File: src/rtl/crcb_pkg.sv
package crcb_pkg;

    localparam int unsigned CRC_W      = 16;
    localparam int unsigned SYM_W      = 8;
    localparam logic [CRC_W-1:0] GEN_POLY = 16'h1021;

    typedef enum logic [1:0] {
        ACT_HOLD  = 2'd0,
        ACT_CLEAR = 2'd1,
        ACT_FOLD  = 2'd2
    } crcb_act_e;

    typedef struct packed {
        crcb_act_e        act;
        logic             fresh;
        logic [SYM_W-1:0] sym;
    } crcb_ctl_t;

    // Remainder of sym * x^w modulo the generator, by plain long division.
    function automatic logic [CRC_W-1:0] rem_entry(input logic [SYM_W-1:0] sym,
                                                   input logic [CRC_W-1:0] poly);
        logic [CRC_W-1:0] r;
        r = {sym, {(CRC_W-SYM_W){1'b0}}};
        for (int k = 0; k < SYM_W; k++) begin
            if (r[CRC_W-1]) r = (r << 1) ^ poly;
            else            r = r << 1;
        end
        return r;
    endfunction

endpackage

File: src/rtl/crcb_table_rom.sv
module crcb_table_rom
    import crcb_pkg::*;
#(
    parameter logic [CRC_W-1:0] POLY = GEN_POLY
) (
    input  logic [SYM_W-1:0] idx,
    output logic [CRC_W-1:0] word
);
    localparam int unsigned DEPTH = 1 << SYM_W;

    logic [CRC_W-1:0] tbl [DEPTH];

    for (genvar j = 0; j < DEPTH; j++) begin : g_ent
        assign tbl[j] = rem_entry(SYM_W'(j), POLY);
    end

    assign word = tbl[idx];
endmodule

File: src/rtl/crcb_step.sv
module crcb_step
    import crcb_pkg::*;
#(
    parameter logic [CRC_W-1:0] POLY = GEN_POLY
) (
    input  logic [CRC_W-1:0] cur,
    input  logic             fresh,
    input  logic [SYM_W-1:0] sym,
    output logic [CRC_W-1:0] nxt
);
    localparam int unsigned KEEP_W = CRC_W - SYM_W;

    logic [CRC_W-1:0] base;
    logic [SYM_W-1:0] idx;
    logic [CRC_W-1:0] word;

    always_comb begin
        base = fresh ? '0 : cur;
        idx  = sym ^ base[CRC_W-1 -: SYM_W];
        nxt  = {base[KEEP_W-1:0], {SYM_W{1'b0}}} ^ word;
    end

    crcb_table_rom #(.POLY(POLY)) u_rom (
        .idx  (idx),
        .word (word)
    );
endmodule

File: src/rtl/crcb_state.sv
module crcb_state
    import crcb_pkg::*;
(
    input  logic             clk,
    input  logic             rst,
    input  crcb_act_e        act,
    input  logic [CRC_W-1:0] nxt,
    output logic [CRC_W-1:0] q
);
    always_ff @(posedge clk) begin
        if (rst) begin
            q <= '0;
        end else begin
            unique case (act)
                ACT_CLEAR: q <= '0;
                ACT_FOLD:  q <= nxt;
                default:   q <= q;
            endcase
        end
    end
endmodule

File: src/rtl/crcb_engine.sv
module crcb_engine
    import crcb_pkg::*;
#(
    parameter logic [CRC_W-1:0] POLY = GEN_POLY
) (
    input  logic             clk,
    input  logic             rst,
    input  logic             msg_start,
    input  logic             byte_vld,
    input  logic [SYM_W-1:0] byte_in,
    output logic [CRC_W-1:0] crc_out
);
    crcb_ctl_t        ctl;
    logic [CRC_W-1:0] rem_q;
    logic [CRC_W-1:0] rem_d;

    always_comb begin
        ctl.fresh = msg_start;
        ctl.sym   = byte_in;
        if (byte_vld)       ctl.act = ACT_FOLD;
        else if (msg_start) ctl.act = ACT_CLEAR;
        else                ctl.act = ACT_HOLD;
    end

    crcb_step #(.POLY(POLY)) u_step (
        .cur   (rem_q),
        .fresh (ctl.fresh),
        .sym   (ctl.sym),
        .nxt   (rem_d)
    );

    crcb_state u_state (
        .clk (clk),
        .rst (rst),
        .act (ctl.act),
        .nxt (rem_d),
        .q   (rem_q)
    );

    assign crc_out = rem_q;
endmodule

File: config.mk
export PLATFORM = sky130hd
export DESIGN_NAME = crcb_engine
export DESIGN_NICKNAME = d
export VERILOG_FILES = /design/src/rtl/crcb_pkg.sv /design/src/rtl/crcb_table_rom.sv /design/src/rtl/crcb_step.sv /design/src/rtl/crcb_state.sv /design/src/rtl/crcb_engine.sv
export SDC_FILE = /design/constraint.sdc
export NUM_CORES = 1
export LEC_CHECK = 0
export ABC_CLOCK_PERIOD_IN_PS = 1500
export BUFFER_PORTS_ARGS = -buffer_cell sky130_fd_sc_hd__buf_2
export CAP_MARGIN = 20
export CELL_PAD_IN_SITES_DETAIL_PLACEMENT = 0
export CELL_PAD_IN_SITES_GLOBAL_PLACEMENT = 2
export CORE_UTILIZATION = 29
export CTS_CLUSTER_SIZE = 14
export DETAILED_ROUTE_END_ITERATION = 16
export GPL_TIMING_DRIVEN = 0
export PLACE_DENSITY_LB_ADDON = 0.3
export SYNTH_ARGS = -nofsm -noshare
export SYNTH_HDL_FRONTEND = slang
export SYNTH_SLANG_ARGS = --single-unit
export TNS_END_PERCENT = 100
File: constraint.sdc
create_clock -name clk -period 1.5 [get_ports clk]
set_input_delay 0.3 -clock clk [delete_from_list [all_inputs] [get_ports clk]]
set_output_delay 0.3 -clock clk [all_outputs]
set_load 0.05 [all_outputs]
==> Yosys cells after proc, flatten, opt, wreduce, memory -nomap -nowiden <==
Memories as Yosys holds them, arrays and structs flattened.
Cells that the tools add are included.
{ "word_totals": {"regBits": 16, "n_memories": 1, "wordCells": 15, "output_inout_bits": 16, "inputBits": 12, "mem_bits_ro": 4096} }
{ "memory_table": {"columns": ["memory", "depth", "width", "rd", "rd_ports_with_merged_regs", "write_ports", "line", "text"], "rows": [
  ["(no name shown)", 256, 16, 1, 0, 0, "crcb_table_rom.sv:17", "assign word = tbl[idx];"]
]} }
{ "classes": {"bitwise_logic": 3, "eq_ne": 2, "n_reduce_logical": 1, "n_mux": 6, "order_cmp": 1} }
{ "op_table": {"columns": ["cell", "count"], "rows": [
  ["16-bit 2-to-1 mux", 3],
  ["16-bit case mux with 2 select lines", 1],
  ["16-bit bitwise XOR", 1],
  ["9-bit >= comparator (second input constant)", 1],
  ["8-bit inverter with 9-bit output", 1],
  ["8-bit bitwise XOR", 1],
  ["2-bit by 1-bit == test with 1-bit output (second input constant)", 1],
  ["2-bit == test (second input constant)", 1],
  ["2-bit 2-to-1 mux", 1],
  ["2-bit nonzero test", 1],
  ["1-bit 2-to-1 mux", 1]
]} }

==> Logic depth before layout (Yosys ltp) <==
{ "depth": {"word_depth": 8, "depth_mapped": 6, "mapped_depth_nobuf": 5} }

==> Hierarchy <==
From an unflattened synthesis, not the netlist that was laid out.
{ "hier_totals": {"cells_unflattened": 129, "area_unflattened_um2": 1238.7} }
{ "by_module_without_submodules": {"columns": ["mod", "instances", "area_per_inst_um2", "cells_each"], "rows": [
  ["crcb_state", 1, 671.9, 73],
  ["crcb_step", 1, 326.6, 33],
  ["crcb_table_rom", 1, 226.5, 22],
  ["crcb_engine", 1, 13.8, 1]
]} }

==> Least setup slack after synthesis <==
Ideal clock, no wire load.
{ "synth_timing": {"path_kind": "reg2reg", "startpoint": "register u_state.q[15]", "endpoint": "register u_state.q[8]", "arrival_ns": 1.695, "t_required_ns": 1.435, "path_stages_with_launch": 6, "slack_ns": -0.261, "cell_sequence": "dfxtp_1 -> xnor3_1 -> nor3_1 -> a21oi_1 -> o22a_1 -> nor2_1"} }
{ "synth_between": {"elab_chain_cells": 8} }
{ "synth_lines": {"columns": ["element", "line", "text"], "rows": [
  ["from (decl)", "crcb_state.sv:8", "output logic [CRC_W-1:0] q"],
  ["from (signal assigned)", "crcb_state.sv:16", "ACT_FOLD: q <= nxt;"],
  ["from (signal assigned)", "crcb_state.sv:17", "default: q <= q;"],
  ["16-bit 2-to-1 mux", "crcb_step.sv:18", "base = fresh ? '0 : cur;"],
  ["8-bit bitwise XOR", "crcb_step.sv:19", "idx = sym ^ base[CRC_W-1 -: SYM_W];"],
  ["8-bit inverter with 9-bit output (implied by the code)", "crcb_table_rom.sv:17", null],
  ["memory 256 x 16 bit", null, null],
  ["16-bit 2-to-1 mux (implied by the code) (2 in a row)", "crcb_table_rom.sv:17", null],
  ["16-bit bitwise XOR", "crcb_step.sv:20", "nxt = {base[KEEP_W-1:0], {SYM_W{1'b0}}} ^ word;"],
  ["16-bit case mux with 2 select lines", "crcb_state.sv:14", "unique case (act)"]
]} }
No other way between the ends. The select of a mux whose other input is x is not followed.
A chain may end at the register's enable or synchronous reset.

==> Final worst setup path <==
Ends and elaborated chain as after synthesis.

==> impl_results.md <==
- Status: finished, final reports clean
- Avg Cell Area, Syn: 8.12 sq um
- Seq/Total Area, Yosys: 0.299
- Largest Register: u_state.q
- GRT Resource Usage Total: 0.157
- Overflow after GRT: 0
- Max FO, Critical Path: 6
- Synth Area in Adders: 0
- Sink Count: 16
- Core area: 3440 sq um
- Mux cell area share after synthesis: 0
- I/O Buffers: 27
- Number of enable flip-flop cells after synthesis: 0
- Syn Std Cell Area: 1070 sq um
- Iter 0 DRT Violations: 38
- Cell Pwr Density: 1060 nW/um^2
- Main combinational cell family by area after synthesis: XOR/XNOR gates
- Synth top area share: 0.299
- Most frequent cell after synthesis: nor2_1
- Clock Path Buffers: 2
- Most frequent cells after synthesis: nor2_1 (19), dfxtp_1 (16), xnor2_1 (16)
- Largest cells by area after synthesis: dfxtp_1 (30%), xnor2_1 (13%), a21oi_1 (7.0%)
- Final Max Slew Viols: 0
- DR pass1 iterations: 6
- Detail Route Antenna Nets: 0
- Net Count, Synth: 144
- # setup viols final: 0
- Std-Cell Rows: 21
- Met1 usage: 0.204
- Area leader, netlist: dfxtp_1
- Post-synthesis compound-gate area fraction: 0.172
- Pint: 856 uW
- DIE AREA: 3940 sq um
- Clock power share: 0.234
- Die Ht: 62.8 um
- Worst vdd ir: 0.366 mV
- Number of post-CTS setup repair buffers: 0
- CP Capture Type: flip-flop
- GR peak layer: met2
- Ys Warns: 0
- Max FFs per register: 16
- GRT met2 Usage: 0.258
- I/O Pins: 28
- Clk_lat worst skew: 250 ps
- WP data arrival: 1550 ps
- Most common flop cell mapped by yosys: dfxtp_1
- Vias in the first global route: 951
- Final hold violations: 0
- Max-slew headroom: 0.608
- Kind of critical path: reg2reg
- Pin slew with the least headroom to its limit: 588 ps
- Post-DR vias/cell: 4.88
- Post-Synth Simple-Gate Area: 0.249
- XOR/XNOR share of the synthesized area: 0.254
- CP required: 1680 ps
- DRC Markers: 0
- CTS Buf Count: 3
- Sw Share: 0.392
- Sequential standard cell area: 334 sq um
- Clock Skew: 2.38 ps
- Post-DR wirelength/cell: 13.7 um
- ANT cells: 0
- RePlAce Congestion: 0.762
- Psw: 553 uW
- Vias: 1016
- Clock Root Buffer: clkbuf_8
- Post-layout util: 0.386
- Worst hold path type: in2reg
- Unrepaired setup endpoints after global routing: no
- Area of the multi-input gates: 731 sq um
- Largest net degree at the start of global routing: 11
- Share of layout cells above drive strength 1: 0.290
- Tcrit/Tclk final: 0.909
- Startpoint types: flip-flop
- Drt total wl: 2.85 mm
- Pwr Total: 1410 uW
- #FFs+latches synth: 16
- Max_cap viols: 0
- Grt met3 use: 0.0255
- Seq pwr share: 0.372
- Max Clock Freq: 0.733 GHz
- Initial antenna violation count: 0
- Hpwl dp: 2.07 mm
- Mapped Cells: 132
- Worst-path clk slew: 70 ps
- FFs w/ async S/R, synth: 0
- Layout Nets: 176
- Yosys cell types: 28
- H-tree depth: 1
- Leakage power: 0.000533 uW
- First-pass GRT wire length: 4.80 mm
- Biggest regs: u_state.q (16)
- Tmin final: 1360 ps
- Combinational share of power: 0.395
- CTS tree: built
- Area Overhead vs Synth: 23.9%
- Starting density of the core: 0.312
- Fill cells: 386
- Die width: 62.8 um
cell families (layout without fill, tap and decap cells):
| logic type | after synthesis | after routing |
|---|---|---|
| XOR/XNOR | 27 | 27 |
| AO/OA/AOI/OAI | 29 | 29 |
| flip-flops | 16 | 16 |
| buffers and inverters | 7 | 37 |
| AND/OR/NAND/NOR | 53 | 53 |
routing by layer:
layer | share of wire | wire length [um]
met1 | 0.48 | 1360
met4 | 0.015 | 44
met2 | 0.47 | 1330
met3 | 0.040 | 114
met5 | 0 | 0
layout by cell type, fill, tap and decap left out:
cell type and n:
o22a_1 2, a21o_1 1, xnor3_1 1, o221ai_1 1, nand3_1 2, a211o_1 2, nor3b_1 4, clkbuf_8 3
o22ai_1 1, dfxtp_2 8, a31oi_1 4, xnor2_2 1, xnor2_1 15, a21oi_1 15, nor2b_1 4, clkinv_1 1
nor2_1 19, xor2_2 3, a22oi_1 1, nand3b_1 1, xor2_1 7, or2_2 1, nand2b_1 7, or3_1 3
nor3_1 7, clkbuf_1 3, a32oi_1 1, dfxtp_1 7, clkbuf_2 1, nand2_1 5, buf_2 29, o32a_1 1
dfxtp_4 1
worst paths after layout:
| kind | start | end | slack [ps] | cells after the start |
|---|---|---|---|---|
| worst max register to register | u_state.q[15] | u_state.q[8] | 140 | 5 |
| worst min-delay path | rst | u_state.q[10] | 270 | 2 |
| worst min register to register | u_state.q[7] | u_state.q[7] | 550 | 2 |
| worst max-delay path | u_state.q[15] | u_state.q[8] | 140 | 5 |
power groups by stage:
stage	Combinational (uW)	Sequential (uW)	Clock (uW)
5_1_grt	608	531	362
6_report	556	524	329
2_1_floorplan	281	675	0
4_1_cts	557	524	340
3_5_place_dp	553	534	0
3_3_place_gp	548	533	0
cell type report:
cell class                 instances  share of cell area
sequential                        16               0.251
tap                               46              0.0433
buffer                             6              0.0198
timing repair buffer              27               0.102
multi-input combinational        109               0.550
clock buffer                       3              0.0311
inverter                           1             0.00282
through the flow:
step	setup TNS [ps]	setup slack, ps	cells	cell area [sq um]	hold WS [ps]
5_1_grt	0	26.1	208	1330	277
3_5_place_dp	-2650	-291	205	1280	531
4_1_cts	0	95.2	208	1320	267
6_report	0	136	208	1330	266
3_3_place_gp	-2510	-286	205	1280	529
2_1_floorplan	-42.8	-25.6	132	1080	362
critical path, cell delays in order (launching register included):
cell and delay (ps):
dfxtp_4 380, xnor3_1 400, nor3_1 180, a21oi_1 60, o22a_1 200, nor2_1 70
repair_timing:
item                       4_1_cts  5_1_grt
resized for setup                1        2
hold buffers                     0        0
setup endpoints to repair        3        2
(Power assumes the default switching activity.)
